<file path="config.mk">
export PLATFORM = sky130hd
export DESIGN_NAME = cfg_seq
export DESIGN_NICKNAME = d
export VERILOG_FILES = /design/src/rtl/cfg_seq.sv
export SDC_FILE = /design/constraint.sdc
export NUM_CORES = 1
export LEC_CHECK = 0
export BUFFER_PORTS_ARGS = -buffer_cell sky130_fd_sc_hd__buf_2
export CORE_MARGIN = 2
export CORE_UTILIZATION = 35
export DETAILED_ROUTE_END_ITERATION = 6
export PLACE_DENSITY = 0.67
export SYNTH_ARGS = -nofsm -noshare
export SYNTH_HDL_FRONTEND = slang
export SYNTH_SLANG_ARGS = --single-unit
</file>
<file path="constraint.sdc">
create_clock -name clk -period 3.25 [get_ports clk]
set_clock_uncertainty 0.05 [all_clocks]
set_input_delay 0.65 -clock clk [delete_from_list [all_inputs] [get_ports clk]]
set_output_delay 0.65 -clock clk [all_outputs]
set_load 0.05 [all_outputs]
</file>
<file path="src/rtl/cfg_seq.sv">
module cfg_seq #(
  parameter int GLITCH_MIN = 4,
  parameter int CLEAR_CYCLES = 8,
  parameter logic [5:0] STARTUP_ORDER = 6'b10_01_00
) (
  input  logic       clk,
  input  logic       rst_n,
  input  logic       power_good,
  input  logic       prog_n,
  input  logic       init_in,
  input  logic [1:0] mode,
  input  logic       variant,
  input  logic       sync_found,
  input  logic       id_ok,
  input  logic       crc_err,
  input  logic       load_done,
  output logic       init_drive_low,
  output logic       mem_clear,
  output logic       cclk_en,
  output logic       io_hiz,
  output logic       done_rel,
  output logic       gwe,
  output logic [1:0] cfg_mode,
  output logic       cfg_variant
);
  localparam int GW = (GLITCH_MIN > 2) ? $clog2(GLITCH_MIN) : 1;
  localparam int CW = (CLEAR_CYCLES > 2) ? $clog2(CLEAR_CYCLES) : 1;

  typedef enum logic [3:0] {
    S_RST, S_CLR, S_HOLD, S_SYNC, S_IDC, S_LOAD, S_START, S_USER, S_ERR
  } st_t;

  st_t st;
  logic [GW-1:0] pcnt;
  logic [CW-1:0] ccnt;
  logic [1:0] step;
  logic [2:0] ev;
  logic [1:0] code;
  logic reset_req;

  assign reset_req = !power_good || (!prog_n && pcnt == GW'(GLITCH_MIN - 1));
  assign code = STARTUP_ORDER[{step, 1'b0} +: 2];

  always_ff @(posedge clk or negedge rst_n)
    if (!rst_n) pcnt <= '0;
    else if (prog_n) pcnt <= '0;
    else if (pcnt != GW'(GLITCH_MIN - 1)) pcnt <= pcnt + 1'b1;

  always_ff @(posedge clk or negedge rst_n) begin
    if (!rst_n) begin
      st <= S_RST;
      ccnt <= '0;
      step <= '0;
      ev <= '0;
      cfg_mode <= '0;
      cfg_variant <= 1'b0;
    end else if (reset_req) begin
      st <= S_RST;
      step <= '0;
      ev <= '0;
      cfg_mode <= '0;
      cfg_variant <= 1'b0;
    end else begin
      case (st)
        S_RST: begin
          st <= S_CLR;
          ccnt <= CW'(CLEAR_CYCLES - 1);
        end
        S_CLR: if (ccnt == '0) st <= S_HOLD; else ccnt <= ccnt - 1'b1;
        S_HOLD: if (init_in) begin
          st <= S_SYNC;
          cfg_mode <= mode;
          cfg_variant <= variant & ~mode[1];
        end
        S_SYNC: if (sync_found) st <= S_IDC;
        S_IDC: if (id_ok) st <= S_LOAD;
        S_LOAD: if (crc_err) st <= S_ERR;
                else if (load_done) begin st <= S_START; step <= '0; end
        S_START: begin
          ev <= ev | (3'b001 << code);
          step <= step + 1'b1;
          if (step == 2'd2) st <= S_USER;
        end
        default: ;
      endcase
    end
  end

  assign init_drive_low = (st == S_RST) || (st == S_CLR) || (st == S_ERR);
  assign mem_clear = (st == S_CLR);
  assign cclk_en = (st == S_SYNC || st == S_IDC || st == S_LOAD || st == S_START)
                   && cfg_mode != 2'b11;
  assign done_rel = ev[0];
  assign io_hiz = ~ev[1];
  assign gwe = ev[2];
endmodule


</file>
==> results.md, run 1 <==
- Die width: approximately 58 um
- Status: completed
- Static Leak: roughly 0.55 nW
- Post-synthesis sequential area ratio: 41.8%
- Worst flop-to-flop path startpoint: st[0]
- Total net switching power: ~0.34 mW
- Synthesized Nets: between 100 and 150
- Total gr overflow: 0
- R2R Path End: st[2]
- Die area: about 3400 um2
- Root buf cell: clkbuf_4
- Yosys reg bits: 17
- Synth Cell Area: ~1000 um2
- Num Clock Sinks: 17
- Antenna Cells: 0
- First-pass GRT wire length: 3840 um
- DP Area: approximately 1100 um2
- Setup total negative slack: 0 ps
- R2R setup slack: 1330 ps
- Number of CTS-inserted buffers: 3
- Synth Instances: roughly 110
- Startpoint Class: flop
- H-Tree Depth: 1
- CP peak stage delay: a little over 500 ps
- Worst hold path type: input port to async pin
- Design area: roughly 1200 um2
- Final hold violation count: 0
- Critical Path RT: around 2600 ps
- DP HPWL: about 1600 um
- Core area: 2760 um2
- CP bufs+invs: 1
- Yosys warns: 0
- Vias per inst: 5.39
- Worst-Skew Late Latency: 310 ps
- Pin count of the biggest net entering global routing: 18
- Fin. max-slew vios: 0
- DRC viols: 0
- Routed WL: 2200 um
- Final Cycle Share: 73.6%
- Vias in the first global route: approximately 860
- Crit Path Category: flop to output pin
- Max-capacitance violation count: 0
- WL/cell: between 10 and 15 um
- Initial antenna violation count: 0
- Combinational Power Share: 44.6%
- DIE HEIGHT: 57.9 um
- R2r worst-path depth: 4
- Worst vdd ir: 0.000370 V
- Area grow syn2layout: 13.1%
- I/O pins: 21
- Cells along the critical path: and2_1 > xnor2_1 > a211oi_1 > buf_2
- Pwr per Cell Area: about 650 nW/um2
- Post-DRT Antenna Nets: 0
- Synth Area per Inst: 9.52 um2
- Highest clock rate: 418 MHz
- Rel. slew slack: roughly 65%
- Crit. End Element: output pin
- Int Pwr: 0.412 mW
- Via count: about 850
- Post-layout nets: about 150
- CP arrival: ~1700 ps
- Unrepaired setup endpoints after global routing: false
- Clock network power share: between 15 and 20%
- Clock slew at reported path FFs: between 100 and 150 ps
- Commonest non-fill, non-tap cell in the layout: buf_2
- Core Util, Final: approximately two fifths
- Sw frac: 45.2%
- Share of layout cells above drive strength 1: between 20% and 30%
- Worst hold slack: between 150 and 200 ps
- Critical path's slowest cell: dfrtp_1
- CTS tree: done
- Post-CTS Resized: 0
- # rows: 19
- DR iter-0 viols: 15
- CTS Hold Buffers Added: 0
- Total power: between 0.7 and 0.8 mW
- Clk buf depth: 2
- CP Max Fanout: 12
- GRT Total Usage: about 15%
- DR pass1 iterations: 4
- Slew @ Worst Pin: between 500 and 600 ps
- Buffers added on ports: 20
- Sequential power share: between 30% and 40%
- Finish-stage setup viols: 0
- CP top delay family: flip-flops
- Gpl congestion: ~0.80
- Netlist cell types: 35
- Final min period: roughly 2400 ps
- Post-CTS Setup Bufs: 0
- Most frequent cells in the layout: 20 x buf_2, 17 x dfrtp_1, 14 x nor2_1, 8 x inv_1
- Starting Density: 36.9%
-- cell type report --
type,instances,area [um2]
fillers,288,1610
inverters,8,30.0
clock buffers,3,22.5
clock inverters,1,7.51
well taps,31,38.8
multi-input cells,77,528
flip-flops and latches,17,425
repair buffers,20,100
-- sequential cells by signal, summed over array words and instances (netlist names) --
register     cells
st               4
ccnt             3
ev               3
cfg_mode         2
pcnt             2
step             2
cfg_variant      1
-- worst max path at each step --
stage                     cells past startpoint  endpoint  startpoint
final                                         4   cclk_en       st[0]
after detailed placement                      5     st[2]  sync_found
after CTS                                     4   cclk_en       st[0]
after global placement                        5     st[2]  sync_found
after global routing                          4   cclk_en       st[0]
after floorplan                               4   cclk_en       st[0]
-- cell families (layout without fill, tap and decap cells) --
family | count (synthesis) | count (layout) | synth area share, %
muxes | 7 | 7 | 6.88
and+or+nand+nor | 41 | 41 | 21.7
adders and majority gates | 6 | 6 | 7.37
buffers and inverters | 13 | 32 | 6.39
DFF | 17 | 17 | 41.8
AOI/OAI and AO/OA | 21 | 21 | 14.1
xor gates and xnor gates | 2 | 2 | 1.72
-- power by group through the flow --
stage | Combinational, mW | Sequential, mW | Clock (mW)
floorplan | 0.299 | 0.277 | 0
global placement | 0.323 | 0.293 | 0
detailed placement | 0.332 | 0.297 | 0
CTS | 0.338 | 0.292 | 0.129
global route | 0.370 | 0.302 | 0.139
finish | 0.336 | 0.293 | 0.124
-- per-layer routing --
layer,part of all wire (%),GRT usage [%]
met1,46,19.0
met2,47,24.5
met3,4.6,5.13
met4,2.2,6.98
met5,0,0
-- through the flow --
stage / std cells / setup slack [ps]
detailed placement: 153 / 1180
CTS: 157 / 843
floorplan: 107 / 543
global route: 157 / 738
finish: 157 / 859
global placement: 153 / 1210
-- cells in the mapped netlist, drive strengths merged --
| cell | instances | area share [%] |
|---|---|---|
| nand4b | 1 | 0.86 |
| nor2b | 2 | 1.2 |
| nand3 | 3 | 1.5 |
| a31oi | 4 | 2.5 |
| xnor2 | 1 | 0.86 |
| inv | 8 | 2.9 |
| o41ai | 1 | 1.6 |
| ha | 6 | 7.4 |
| a311o | 1 | 0.98 |
| nor2 | 14 | 5.2 |
| xor2 | 1 | 0.86 |
| and3b | 1 | 0.86 |
| o22ai | 2 | 1.2 |
| nor3b | 1 | 0.74 |
| o311ai | 1 | 0.86 |
| a22o | 1 | 0.86 |
| nor3 | 1 | 0.49 |
| a21oi | 5 | 2.5 |
| mux2i | 7 | 6.9 |
| nand2 | 7 | 2.6 |
| nor4b | 1 | 1.5 |
| and2 | 2 | 1.2 |
| or3 | 2 | 1.7 |
| o21ai | 3 | 1.5 |
| nand2b | 3 | 1.8 |
| nand4 | 1 | 0.61 |
| or3b | 1 | 0.86 |
| o21a | 1 | 0.74 |
| nor4 | 1 | 0.61 |
| dfrtp | 17 | 42 |
| buf | 5 | 3.4 |
| a211oi | 2 | 1.5 |
Power figures use the tool's default switching activity.
==> run 2, diff against run 1 <==
- PLACE_DENSITY: 0.67 -> 0.69
- clock period: 3.25 -> 1.9 ns (I/O delays scaled with it)
==> run 2 against run 1 <==
  * Routed wire length rose by 3.0%
  * Die area unchanged
  * Clock power grew 61%
  * Sequential power rose by 62%
  * Via count grew 4.0%
  * Count of clock-buffer cells in the layout unchanged
  * Register-to-register slack lost 1300 ps
  * Combinational power grew 130%
  * Global-route usage decreased by 0.95 points
  * Utilization up 4.4 points
  * Largest power group unchanged
  * Highest routed layer unchanged
==> results.md, run 2 (synthesis gave the netlist of run 1 again) <==
- Clk buf depth: 2 (unchanged)
- Vias in the first global route: 850 (was 855)
- Multi-input logic area: 557 um2 (was 528 um2)
- Die area: 3360 um2 (unchanged)
- Hold Crit Endpoint: pcnt[0]
- Pwr per Cell Area: 1130 nW/um2 (was 653 nW/um2)
- Gpl congestion: 0.950 (was 0.796)
- CP bufs+invs: 1 (unchanged)
- Int Pwr: 0.835 mW (was 0.412 mW)
- Via count: 880 (was 846)
- Sw frac: 42.3% (was 45.2%)
- Max-capacitance violation count: 0 (unchanged)
- DRC viols: 0 (unchanged)
- Fill cells: 251 (was 288)
- WL/cell: 13.6 um (was 14.0 um)
- CTS tree: done (unchanged)
- Antenna Cells: 0 (unchanged)
- Pin count of the biggest net entering global routing: 18 (unchanged)
- Worst-Skew Late Latency: 290 ps (was 310 ps)
- Total gr overflow: 0 (unchanged)
- I/O pins: 21 (unchanged)
- Die width: 57.9 um (unchanged)
- Initial antenna violation count: 0 (unchanged)
- R2R Path End: st[2] (unchanged)
- Worst vdd ir: 0.000851 V (was 0.000370 V)
- DR iter-0 viols: 14 (was 15)
- Reg with most FFs: st (unchanged)
- Core area: 2760 um2 (unchanged)
- Crit Path Category: flop to output pin (unchanged)
- Sequential power share: 32.9% (was 38.9%)
- Status: completed (unchanged)
- Buffers added on ports: 20 (unchanged)
- Hold Startpoint: prog_n
- DP HPWL: 1650 um (was 1570 um)
- Crit path depth: 4 (unchanged)
- Clock slew at reported path FFs: 100 ps (was 110 ps)
- Number of CTS-inserted buffers: 3 (unchanged)
- Most frequent cells in the layout: 18 x buf_2, 14 x nor2_1, 14 x dfrtp_1, 9 x buf_4 (was 20 x buf_2, 17 x dfrtp_1, 14 x nor2_1, 8 x inv_1)
- Total power: 1.45 mW (was 0.752 mW)
- Register Area: 429 um2 (was 425 um2)
- Worst hold path type: input port to flop (was input port to async pin)
- DR pass1 iterations: 4 (unchanged)
- Critical path's slowest cell: dfrtp_2 (was dfrtp_1)
- Commonest non-fill, non-tap cell in the layout: buf_2 (unchanged)
- Top Registers: st: 4 flops, ccnt: 3 flops, ev: 3 flops (unchanged)
- Num Clock Sinks: 17 (unchanged)
- H-Tree Depth: 1 (unchanged)
- DP Area: 1190 um2 (was 1120 um2)
- Slew @ Worst Pin: 467 ps (was 529 ps)
- Starting Density: 36.9% (unchanged)
- CP arrival: 1450 ps (was 1690 ps)
- Final min period: roughly 1900 ps
- Worst flop-to-flop path startpoint: st[0] (unchanged)
- Total net switching power: 0.612 mW (was 0.340 mW)
- Hold Path Stages: 2
- Final Cycle Share: 99.0%
- Post-layout nets: 155 (was 145)
- Clock network power share: 13.8% (was 16.4%)
- Rel. slew slack: 68.8% (was 64.7%)
- Post-DRT Antenna Nets: 0 (unchanged)
- GRT Total Usage: 14.5% (was 15.4%)
- Static Leak: 0.610 nW (was 0.555 nW)
- DIE HEIGHT: 57.9 um (unchanged)
- Crit. End Element: output pin (unchanged)
- CP peak stage delay: 430 ps (was 510 ps)
- Share of layout cells above drive strength 1: 32.4% (was 21.4%)
- R2r worst-path depth: 5 (was 4)
- R2R setup slack: 60 ps (was 1330 ps)
- Root buf cell: clkbuf_4 (unchanged)
- Startpoint Class: flop (unchanged)
- CP top delay family: flip-flops (unchanged)
- Max FFs per register: 4 (unchanged)
- # rows: 19 (unchanged)
- Critical Path RT: 1470 ps (was 2550 ps)
- Unrepaired setup endpoints after global routing: true (was false)
- Area grow syn2layout: 25.2% (was 13.1%)
- Final hold violation count: 0 (unchanged)
- First-pass GRT wire length: 3770 um (was 3840 um)
- Fin. max-slew vios: 0 (unchanged)
- Combinational Power Share: 53.3% (was 44.6%)
- CP Max Fanout: 3 (was 12)
- Cells along the critical path: and2_4 > xnor2_2 > a211oi_2 > buf_6 (was and2_1 > xnor2_1 > a211oi_1 > buf_2)
- Design area: 1270 um2 (was 1150 um2)
- Vias per inst: 5.27 (was 5.39)
- Highest clock rate: between 500 and 600 MHz
- Routed WL: 2270 um (was 2200 um)
- Finish-stage setup viols: 0 (unchanged)
==> run 2: cell types whose count changed in the layout (fill, tap and decap cells not counted), sizes merged <==
cell	change
buf	+9
dlygate4sd3	+1
==> run 2: cell type report <==
type | instances | area share [%]
repair buffers | 30 | 14.9
inverters | 8 | 2.36
clock inverters | 1 | 0.589
clock buffers | 3 | 1.77
well taps | 31 | 3.04
flip-flops and latches | 17 | 33.7
multi-input cells | 77 | 43.7
==> run 2: repair_timing <==
item	4_1_cts	5_1_grt
pin swaps	3	5
endpoints found under the setup margin	2	3
resized for setup	7	3
hold endpoints to repair	17	0
setup buffers	2	0
hold buffers	1	0
==> run 2: worst max path at each step <==
stage	start	end	slack [ps]
2_1_floorplan	st[1]	ccnt[2]	-180
3_3_place_gp	st[0]	st[2]	110
3_5_place_dp	st[1]	st[2]	50
4_1_cts	st[1]	cclk_en	10
5_1_grt	st[1]	cclk_en	-30
6_report	st[0]	cclk_en	20
==> run 2: layer usage <==
layer / vias up / track usage (%) / share of wire, %
met2: 15 / 24.0 / 50
met1: 428 / 19.5 / 46
met4: 0 / 4.98 / 0.53
met3: 2 / 1.79 / 3.7
met5: - / 0 / 0
li1: 435 / - / -
==> run 2: through the flow <==
step	instances	hold WS (ps)	TNS (ps)	setup slack [ps]	util, %
detailed placement	160	266	0	49.3	43.3
finish	167	197	0	19.1	46.2
floorplan	107	34.4	-327	-181	-
CTS	167	190	0	11.7	45.9
global route	167	202	-54.7	-32.3	46.2
global placement	160	266	0	114	43.3
==> run 2: power groups by stage <==
stage / logic [mW] / clock network (mW) / registers (mW)
2_1_floorplan: 0.539 / 0 / 0.476
3_3_place_gp: 0.656 / 0 / 0.492
3_5_place_dp: 0.671 / 0 / 0.498
4_1_cts: 0.760 / 0.209 / 0.471
5_1_grt: 0.847 / 0.216 / 0.481
6_report: 0.771 / 0.200 / 0.476
==> run 3, diff against run 2 <==
- clock period: 1.9 -> 1.55 ns (I/O delays scaled with it)
==> run 3 against run 2 <==
  * The run now ends with setup timing left
  * Routed wire length increased by 9.2%
  * Setup slack got worse by 250 ps
  * Via count increased by 8.5%
  * Combinational power increased by 60%
  * Power increased by 41%
  * Final cell count increased by 13%
  * Global-route usage increased by 2.0 points
  * Non-clock buffer count increased by 21
==> results.md, run 3 (synthesis gave the netlist of run 1 again) <==
- Status: finished with violations (was completed)
- Failing checks: setup timing
- Core area: 2760 um2 (unchanged)
- Unrepaired setup endpoints after global routing: true (unchanged)
- Vias in the first global route: 988 (was 850)
- Most frequent cells in the layout: 25 x buf_4, 17 x buf_2, 15 x dfrtp_1, 11 x nor2_1 (was 18 x buf_2, 14 x nor2_1, 14 x dfrtp_1, 9 x buf_4)
- Final Cycle Share: 115%
- First-pass GRT wire length: 4280 um (was 3770 um)
- Startpoint Class: flop (unchanged)
- Highest clock rate: 561 MHz
- Area grow syn2layout: 47.1% (was 25.2%)
- I/O pins: 21 (unchanged)
- Post-layout nets: 176 (was 155)
- Post-DRT Antenna Nets: 0 (unchanged)
- DIE HEIGHT: 57.9 um (unchanged)
- CP bufs+invs: 2 (was 1)
- Critical path's slowest cell: dfrtp_1 (was dfrtp_2)
- Final min period: roughly 1800 ps
- DR pass1 iterations: 4 (unchanged)
- Commonest non-fill, non-tap cell in the layout: buf_4 (was buf_2)
- CP peak stage delay: 430 ps (about the same)
- Die area: 3360 um2 (unchanged)
- Fill cells: 263 (was 251)
- Initial antenna violation count: 0 (unchanged)
- Top Registers: st: 4 flops, ccnt: 3 flops, ev: 3 flops (unchanged)
- Cell mode on critical path: buf_6
- Num Clock Sinks: 17 (unchanged)
- Sequential power share: 28.3% (was 32.9%)
- Cells along the critical path: buf_6 > nor4b_4 > buf_6 (was and2_4 > xnor2_2 > a211oi_2 > buf_6)
- Pre-CTS setup slack: -158 ps (was 49.3 ps)
- Non-Filler Instances: 188 (was 167)
- CP top delay family: flip-flops (unchanged)
- Crit. End Element: output pin (unchanged)
- Sw frac: 40.5% (was 42.3%)
- Total net switching power: 0.826 mW (was 0.612 mW)
- GRT Total Usage: 16.5% (was 14.5%)
- Antenna Cells: 0 (unchanged)
- Total power: 2.04 mW (was 1.45 mW)
- Clock network power share: 11.5% (was 13.8%)
- Gpl congestion: 0.887 (was 0.950)
- Buffers added on ports: 20 (unchanged)
- Clock slew at reported path FFs: 110 ps (was 100 ps)
- Pwr per Cell Area: 1360 nW/um2 (was 1130 nW/um2)
- Worst-Skew Late Latency: 290 ps (about the same)
- Design area: 1500 um2 (was 1270 um2)
- Vias per inst: 5.08 (was 5.27)
- DP HPWL: 1860 um (was 1650 um)
- Worst hold path type: input port to flop (unchanged)
- Multi-input logic area: 602 um2 (was 557 um2)
- DP Area: 1340 um2 (was 1190 um2)
- Rel. slew slack: 73.2% (was 68.8%)
- Static Leak: 0.731 nW (was 0.610 nW)
- Die width: 57.9 um (unchanged)
- Crit Path Category: flop to output pin (unchanged)
- WL/cell: 13.2 um (was 13.6 um)
- Int Pwr: 1.21 mW (was 0.835 mW)
- Routed WL: 2470 um (was 2270 um)
- CP Max Fanout: 4 (was 3)
- Setup total negative slack: -1370 ps (was 0 ps)
- Fin. max-slew vios: 0 (unchanged)
- Clk buf depth: 2 (unchanged)
- CTS tree: done (unchanged)
- Register Area: 428 um2 (was 429 um2)
- DR iter-0 viols: 22 (was 14)
- Starting Density: 36.9% (unchanged)
- # rows: 19 (unchanged)
- Pin count of the biggest net entering global routing: 18 (unchanged)
- Finish-stage setup viols: 9 (was 0)
- Max FFs per register: 4 (unchanged)
- Final setup margin: -232 ps (was 19.1 ps)
- H-Tree Depth: 1 (unchanged)
- Via count: 955 (was 880)
- CP arrival: 1420 ps (was 1450 ps)
- Total gr overflow: 0 (unchanged)
- Reg with most FFs: st (unchanged)
- Number of CTS-inserted buffers: 3 (unchanged)
- Slew @ Worst Pin: 402 ps (was 467 ps)
- Max-capacitance violation count: 0 (unchanged)
- Critical Path RT: 1190 ps (was 1470 ps)
- DRC viols: 0 (unchanged)
- Cells after DPL: 178 (was 160)
- Root buf cell: clkbuf_4 (unchanged)
- Final hold violation count: 0 (unchanged)
- Share of layout cells above drive strength 1: 45.2% (was 32.4%)
- Combinational Power Share: 60.2% (was 53.3%)
- Worst vdd ir: 0.00111 V (was 0.000851 V)
-- run 3: cell count changes in the layout (fill, tap and decap cells not counted), sizes merged --
cell	previous run	this run
clkinvlp	1	0
clkbuf	3	4
buf	29	50
-- run 3: power groups by stage --
stage | Combinational, mW | Sequential [mW] | Clock [mW]
floorplan | 0.668 | 0.586 | 0
global placement | 0.949 | 0.582 | 0
detailed placement | 0.970 | 0.590 | 0
CTS | 1.15 | 0.579 | 0.245
global route | 1.33 | 0.587 | 0.260
finish | 1.23 | 0.577 | 0.235
-- run 3: per-layer routing --
layer / track usage, % / share of wire, % / wire (um) / vias up
met5: 0 / 0 / 0 / -
met1: 22.7 / 46 / 1140 / 456
met4: 2.99 / 0 / 0 / 0
met2: 28.2 / 50 / 1240 / 21
met3: 1.79 / 3.8 / 93 / 0
li1: - / - / - / 478
-- run 3: path summary, 6_finish.rpt --
kind                       cells past startpoint  slack [ps]    from         to
max in group asynchronous                      2         710   rst_n      st[2]
setup reg to reg                               5        -200   st[1]      st[2]
setup / recovery                               3        -230   st[1]  mem_clear
min in group asynchronous                      2         430   rst_n      st[0]
hold / removal                                 2         130  prog_n    pcnt[1]
hold reg to reg                                2         450   ev[1]      ev[1]
-- run 3: final cells by class --
cell class	count	share of cell area [%]
well taps	31	2.59
inverters	8	2.01
flip-flops and latches	17	28.6
repair buffers	51	24.9
multi-input cells	77	40.2
clock buffers	4	1.75
-- run 3: metrics by stage --
step / utilization, % / hold WS (ps)
after global placement: 48.5 / 204
after CTS: 52.8 / 127
after detailed placement: 48.5 / 215
final: 54.3 / 134
after floorplan: - / -35.6
after global routing: 54.3 / 130
-- run 3: worst register-to-register path: cells and delay by family (launching register included) --
| family | cells | cell delay [ps] |
|---|---|---|
| AOI/OAI and AO/OA | 2 | 500 |
| buffers and inverters | 1 | 150 |
| DFF | 1 | 430 |
| and+or+nand+nor | 2 | 540 |
-- run 3: what timing repair did --
item                                    in CTS  in global routing
endpoints found under the setup margin      11                 16
buffers inserted                             4                  1
resized for setup                           16                 11
endpoints found under the hold margin       17                  0
hold buffers                                 1                  0
pin swaps                                    6                  3
